$ cat config.mk
export PLATFORM = sky130hd
export DESIGN_NAME = load_mode_selector
export DESIGN_NICKNAME = d
export VERILOG_FILES = /design/src/rtl/lsel_pkg.sv /design/src/rtl/lsel_avg.sv /design/src/rtl/lsel_accum.sv /design/src/rtl/lsel_decide.sv /design/src/rtl/load_mode_selector.sv
export SDC_FILE = /design/constraint.sdc
export NUM_CORES = 2
export LEC_CHECK = 0
export BUFFER_PORTS_ARGS = -buffer_cell sky130_fd_sc_hd__buf_2
export CAP_MARGIN = 25
export CORE_MARGIN = 10
export CORE_UTILIZATION = 50
export DETAILED_ROUTE_END_ITERATION = 12
export HOLD_SLACK_MARGIN = 0.05
export PLACE_DENSITY = 0.72
export SYNTH_ARGS = -nofsm -noshare
export SYNTH_HDL_FRONTEND = slang
export SYNTH_SLANG_ARGS = --single-unit
$ cat constraint.sdc
create_clock -name clk_i -period 9.9 [get_ports clk_i]
set_input_delay 1.98 -clock clk_i [delete_from_list [all_inputs] [get_ports clk_i]]
set_output_delay 1.98 -clock clk_i [all_outputs]
set_load 0.02 [all_outputs]
$ cat src/rtl/lsel_pkg.sv
package lsel_pkg;

    localparam int unsigned N_CLASS = 3;

    typedef enum logic [1:0] {
        MODE_NONE   = 2'd0,
        MODE_SINGLE = 2'd1,
        MODE_THREAD = 2'd2,
        MODE_RSVD   = 2'd3
    } mode_e;

    // floor(log2(v)); zero maps to zero
    function automatic logic [4:0] flog2_32(input logic [31:0] v);
        logic [4:0] r;
        r = '0;
        for (int i = 0; i < 32; i++) begin
            if (v[i]) r = 5'(i);
        end
        return r;
    endfunction

endpackage

$ cat src/rtl/lsel_avg.sv
module lsel_avg #(
    parameter int unsigned PROG_W = 16,
    parameter int unsigned CYC_W  = 16
) (
    input  logic [PROG_W-1:0] prog_i,
    input  logic [CYC_W-1:0]  cyc_i,
    output logic [PROG_W-1:0] avg_o
);
    import lsel_pkg::*;

    logic [31:0] cyc_ext;
    logic [4:0]  shamt;

    always_comb begin
        cyc_ext = 32'(cyc_i);
        shamt   = flog2_32(cyc_ext);
        avg_o   = prog_i >> shamt;
    end
endmodule

$ cat src/rtl/lsel_accum.sv
module lsel_accum #(
    parameter int unsigned PROG_W = 16,
    parameter int unsigned CYC_W  = 16
) (
    input  logic [PROG_W-1:0] prog_i,
    input  logic [CYC_W-1:0]  cyc_i,
    input  logic [PROG_W-1:0] add_prog_i,
    input  logic [CYC_W-1:0]  add_cyc_i,
    output logic [PROG_W-1:0] prog_o,
    output logic [CYC_W-1:0]  cyc_o
);
    logic [PROG_W:0] psum;
    logic [CYC_W:0]  csum;
    logic            ovf;

    always_comb begin
        psum = {1'b0, prog_i} + {1'b0, add_prog_i};
        csum = {1'b0, cyc_i} + {1'b0, add_cyc_i};
        ovf  = psum[PROG_W] | csum[CYC_W];
        // halve both sums of the class when either would overflow
        prog_o = ovf ? psum[PROG_W:1] : psum[PROG_W-1:0];
        cyc_o  = ovf ? csum[CYC_W:1]  : csum[CYC_W-1:0];
    end
endmodule

$ cat src/rtl/lsel_decide.sv
module lsel_decide #(
    parameter int unsigned PROG_W = 16,
    parameter int unsigned CYC_W  = 16
) (
    input  logic [PROG_W-1:0] prog_i [lsel_pkg::N_CLASS],
    input  logic [CYC_W-1:0]  cyc_i  [lsel_pkg::N_CLASS],
    input  logic              ctx_free_i,
    output logic [1:0]        mode_o
);
    import lsel_pkg::*;

    logic [PROG_W-1:0] avg [N_CLASS];
    logic [N_CLASS-1:1] permit;

    for (genvar k = 0; k < N_CLASS; k++) begin : g_avg
        lsel_avg #(.PROG_W(PROG_W), .CYC_W(CYC_W)) avg_i (
            .prog_i (prog_i[k]),
            .cyc_i  (cyc_i[k]),
            .avg_o  (avg[k])
        );
    end

    for (genvar k = 1; k < N_CLASS; k++) begin : g_permit
        // unmeasured classes, or a strictly better average
        assign permit[k] = (cyc_i[k] == '0) || (avg[k] > avg[0]);
    end

    always_comb begin
        // priority, R6 fallback without a free context
        if (permit[2])      mode_o = ctx_free_i ? MODE_THREAD : MODE_SINGLE;
        else if (permit[1]) mode_o = MODE_SINGLE;
        else                mode_o = MODE_NONE;
    end
endmodule

$ cat src/rtl/load_mode_selector.sv
module load_mode_selector #(
    parameter int unsigned PC_W   = 32,
    parameter int unsigned IDX_W  = 4,
    parameter int unsigned IDX_LO = 2,
    parameter int unsigned PROG_W = 16,
    parameter int unsigned CYC_W  = 16
) (
    input  logic              clk_i,
    input  logic              rst_ni,
    input  logic              query_vld_i,
    input  logic [PC_W-1:0]   query_pc_i,
    input  logic              ctx_free_i,
    input  logic              res_vld_i,
    input  logic [PC_W-1:0]   res_pc_i,
    input  logic [1:0]        res_cls_i,
    input  logic [PROG_W-1:0] res_insn_i,
    input  logic [CYC_W-1:0]  res_cyc_i,
    output logic              sel_vld_o,
    output logic [1:0]        sel_mode_o
);
    import lsel_pkg::*;

    localparam int unsigned ENTRIES = 1 << IDX_W;

    typedef struct packed {
        logic [ENTRIES-1:0][N_CLASS-1:0][PROG_W-1:0] prog;
        logic [ENTRIES-1:0][N_CLASS-1:0][CYC_W-1:0]  cyc;
        logic                                        vld;
        logic [1:0]                                  mode;
    } state_t;

    state_t st_d, st_q;

    logic [IDX_W-1:0]  res_idx, q_idx;
    logic              res_ok;
    logic [PROG_W-1:0] old_prog, acc_prog;
    logic [CYC_W-1:0]  old_cyc, acc_cyc;
    logic [PROG_W-1:0] q_prog [N_CLASS];
    logic [CYC_W-1:0]  q_cyc  [N_CLASS];
    logic [1:0]        dec_mode;
    logic              unused_pc_bits;

    assign res_idx        = res_pc_i[IDX_LO +: IDX_W];
    assign q_idx          = query_pc_i[IDX_LO +: IDX_W];
    // class code 3 is dropped
    assign res_ok         = res_vld_i && (res_cls_i != MODE_RSVD);
    assign unused_pc_bits = ^{query_pc_i, res_pc_i};

    // Select the sums being updated
    always_comb begin
        old_prog = '0;
        old_cyc  = '0;
        for (int k = 0; k < N_CLASS; k++) begin
            if (res_cls_i == 2'(k)) begin
                old_prog = st_q.prog[res_idx][k];
                old_cyc  = st_q.cyc[res_idx][k];
            end
        end
    end

    lsel_accum #(.PROG_W(PROG_W), .CYC_W(CYC_W)) accum_i (
        .prog_i     (old_prog),
        .cyc_i      (old_cyc),
        .add_prog_i (res_insn_i),
        .add_cyc_i  (res_cyc_i),
        .prog_o     (acc_prog),
        .cyc_o      (acc_cyc)
    );

    // query sees the same-cycle resolve
    always_comb begin
        for (int k = 0; k < N_CLASS; k++) begin
            if (res_ok && (res_idx == q_idx) && (res_cls_i == 2'(k))) begin
                q_prog[k] = acc_prog;
                q_cyc[k]  = acc_cyc;
            end else begin
                q_prog[k] = st_q.prog[q_idx][k];
                q_cyc[k]  = st_q.cyc[q_idx][k];
            end
        end
    end

    lsel_decide #(.PROG_W(PROG_W), .CYC_W(CYC_W)) decide_i (
        .prog_i     (q_prog),
        .cyc_i      (q_cyc),
        .ctx_free_i (ctx_free_i),
        .mode_o     (dec_mode)
    );

    always_comb begin
        st_d     = st_q;
        st_d.vld = query_vld_i;
        if (query_vld_i) st_d.mode = dec_mode;
        if (res_ok) begin
            for (int k = 0; k < N_CLASS; k++) begin
                if (res_cls_i == 2'(k)) begin
                    st_d.prog[res_idx][k] = acc_prog;
                    st_d.cyc[res_idx][k]  = acc_cyc;
                end
            end
        end
    end

    always_ff @(posedge clk_i) begin
        if (!rst_ni) st_q <= '0;
        else         st_q <= st_d;
    end

    assign sel_vld_o  = st_q.vld;
    assign sel_mode_o = st_q.mode;
endmodule

==> results.cfg <==
[place]
io_buffers = 49
gp_congestion = 0.962
dpl-instance-area_mm2 = 0.0927
detailed_place_hpwl_um = 186000

[synthesis]
synth_ff_type = dfxtp_1
ys_seq_elements = 1539
synth_cell_types = 94
async_reset_ff_frac = 0
syn-instance-count = 8410
yosys_warnings = 0
synth_fp_nets = 8573
syn_area_mm2 = 0.0863
synth_area_per_cell_um2 = 10.3
synth_edf_count = 0
seq_area_frac_synth = 0.357

[final_layout]
final_cell_mix = nand2_1 (2264), dfxtp_1 (1539), o211a_1 (964)
regArea_mm2 = 0.0308
final_area_mm2 = 0.0985
nets = 8598
drive_gt1_frac = 0.251
area_growth_pct = 14.1
multi_input_area_mm2 = 0.0523
mostFrequentLayoutCell = nand2_1
fillers = 14200

[flow_run]
maxCapViolCount = 0

[clocking]
clock_latency_ns = 0.86
hold_buffers = 0
htreeDepth = 4
cts_root_buf = clkbuf_16
cts_buffers = 163
clk_pin_slew_ns = 0.07
cts_tree = built
cts_sinks = 1539
clockBufferDepth = 3

[setup_path]
required_ns = 10.65
cp_slowest_stage_delay_ns = 0.51
ff2ff_setup_slack_ns = 1.84
r2r_cells = 38
path_max_fanout = 22
r2r-start = st_q[1491]
r2r_end = sel_mode_o[0]
worstSetupPathType = input port to register
worstPathArrival_ns = 10.20
setup.worst_path.start_class = input port
cp-end-kind = register
critical_path.slowest_cell = mux4_2
critPathMostFrequentCell = a21oi_1

[timing]
finalHoldViolations = 0
maxSlewViolCount = 0
fin_crit_ns = 9.45
tns_ns = 0
clock.fmax_mhz = 106
fin_worst_skew_ns = 0.0365
min_period_over_period = 0.955
max_slew.worst_pin.slew_ns = 1.18
setup_viol = 0
max_slew_margin = 0.204

[global_routing]
grt_overflow_total = 0
grt_pass1_vias = 70800
grt_usage = 0.295
grt_util_met1 = 0.378
antenna_found_initial = 13
grt_use_met2 = 0.461
use_met3 = 0.0734
top_usage_layer = met2
grt_first_pass_wirelength_um = 436000
grt_max_degree = 227

[hold_path]
hp-start = st_q[325]
hold_depth = 2
min_path_type = register to register
min_to = st_q[325]

[route]
routed_wl_um = 292000
ant_nets = 0
post-route-drc-count = 0
firstDrtPassIters = 8
num_vias = 72400
drt-vias-per-instance = 6.66
drt_iter0_markers = 8992
wl_per_cell_um = 26.9

[power_and_ir_drop]
switching_share = 0.261
ir_worst_vdd_uv = 185
p_per_area_mw_per_mm2 = 145
pwr-share-clk = 0.452
p_switching_mw = 3.72
pwr-share-comb = 0.109
p_leak_nw = 45.7
sequentialPowerShare = 0.439
intPower_mw = 10.5

[die]
io_pins = 106
start_util = 0.503
fp.dieW_um = 435
die_y_um = 435
dieArea_mm2 = 0.190
core_area_mm2 = 0.172
rows = 152

[run_status]
status = finished, final reports clean
==> per-stage QoR <==
stage / setup WS (ns) / hold WS, ns / power [mW] / util / std cells
floorplan: 0.0132 / 0.450 / 7.32 / - / 8410
global placement: -0.510 / 0.458 / 7.89 / 0.540 / 10600
detailed placement: -0.515 / 0.469 / 7.91 / 0.541 / 10600
CTS: 0.376 / 0.477 / 14.3 / 0.573 / 10900
global route: -0.0302 / 0.499 / 14.6 / 0.574 / 10900
finish: 0.447 / 0.473 / 14.3 / 0.574 / 10900
==> how the worst max path moves through the flow <==
| stage | end | depth (start not counted) | start | slack (ns) |
|---|---|---|---|---|
| after floorplan | sel_mode_o[0] | 36 | res_pc_i[2] | 0.01 |
| after global placement | sel_mode_o[0] | 41 | res_pc_i[2] | -0.51 |
| after detailed placement | sel_mode_o[0] | 39 | res_pc_i[2] | -0.51 |
| after CTS | sel_mode_o[0] | 39 | res_pc_i[2] | 0.38 |
| after global routing | sel_mode_o[0] | 43 | res_pc_i[2] | -0.03 |
| final | sel_mode_o[0] | 38 | res_pc_i[2] | 0.45 |
==> state kept, by name, summed over array words and instances, names as in the netlist <==
register,count
sel_vld_o,1
sel_mode_o,2
st_q,1536
==> area by class of cell <==
type | instances | area share
repair buffers | 790 | 0.0677
flip-flops and latches | 1539 | 0.313
multi-input cells | 5892 | 0.531
well taps | 2310 | 0.0293
diodes | 4 | 0.000102
clock buffers | 229 | 0.0477
clock inverters | 63 | 0.00934
inverters | 49 | 0.00187
==> critical path, delay by kind of cell <==
family | cells | cell delay (ns)
AOI/OAI and AO/OA | 21 | 4.54
buffers and inverters | 7 | 1.38
muxes | 3 | 1.15
adders and majority gates | 2 | 0.69
and+or+nand+nor | 5 | 0.37
==> per-layer routing <==
metal  part of all wire  up-vias  wire length (um)
li1                   -    31100                 -
met1               0.38    36200            110000
met2               0.46     4157            133000
met3               0.11      901             33200
met4              0.054       16             15800
met5            0.00033        -                95
==> power groups by stage <==
stage	Clock, mW	Combinational, mW	Sequential (mW)
after floorplan	0	0.928	6.39
after global placement	0	1.50	6.39
after detailed placement	0	1.51	6.40
after CTS	6.48	1.52	6.26
after global routing	6.72	1.63	6.26
final	6.44	1.55	6.26
==> synthesized netlist by cell type (all sizes together), types with 14 or more instances <==
cell / instances / area, um^2
a211oi: 34 / 265
a21boi: 529 / 3970
a21o: 14 / 105
a21oi: 102 / 518
a31oi: 20 / 125
and2: 67 / 419
buf: 203 / 1080
clkbuf: 727 / 2730
dfxtp: 1539 / 30800
ha: 58 / 726
inv: 49 / 184
mux2: 33 / 372
mux2i: 146 / 1460
mux4: 927 / 20900
nand2: 2269 / 8520
nand2b: 24 / 150
nand3: 23 / 115
nand4: 17 / 106
nor2: 152 / 571
nor2b: 26 / 163
nor3: 45 / 225
o211a: 964 / 9650
o211ai: 29 / 223
o21ai: 150 / 766
o22ai: 36 / 225
or2: 14 / 87.6
xnor2: 24 / 210
==> cells by family after synthesis <==
group                    synth area share
AO/OA/AOI/OAI                       0.196
XOR/XNOR                          0.00355
adder cells (fa/ha/maj)           0.00899
buffers and inverters              0.0463
flip-flops                          0.357
multiplexers                        0.263
AND/OR/NAND/NOR                     0.125
==> timing repair <==
item | 4_1_cts | 5_1_grt
buffers inserted | 0 | 2
endpoints found under the hold margin | 0 | 0
endpoints found under the setup margin | 0 | 2
resized for setup | 0 | 19
(Power assumes the default switching activity.)
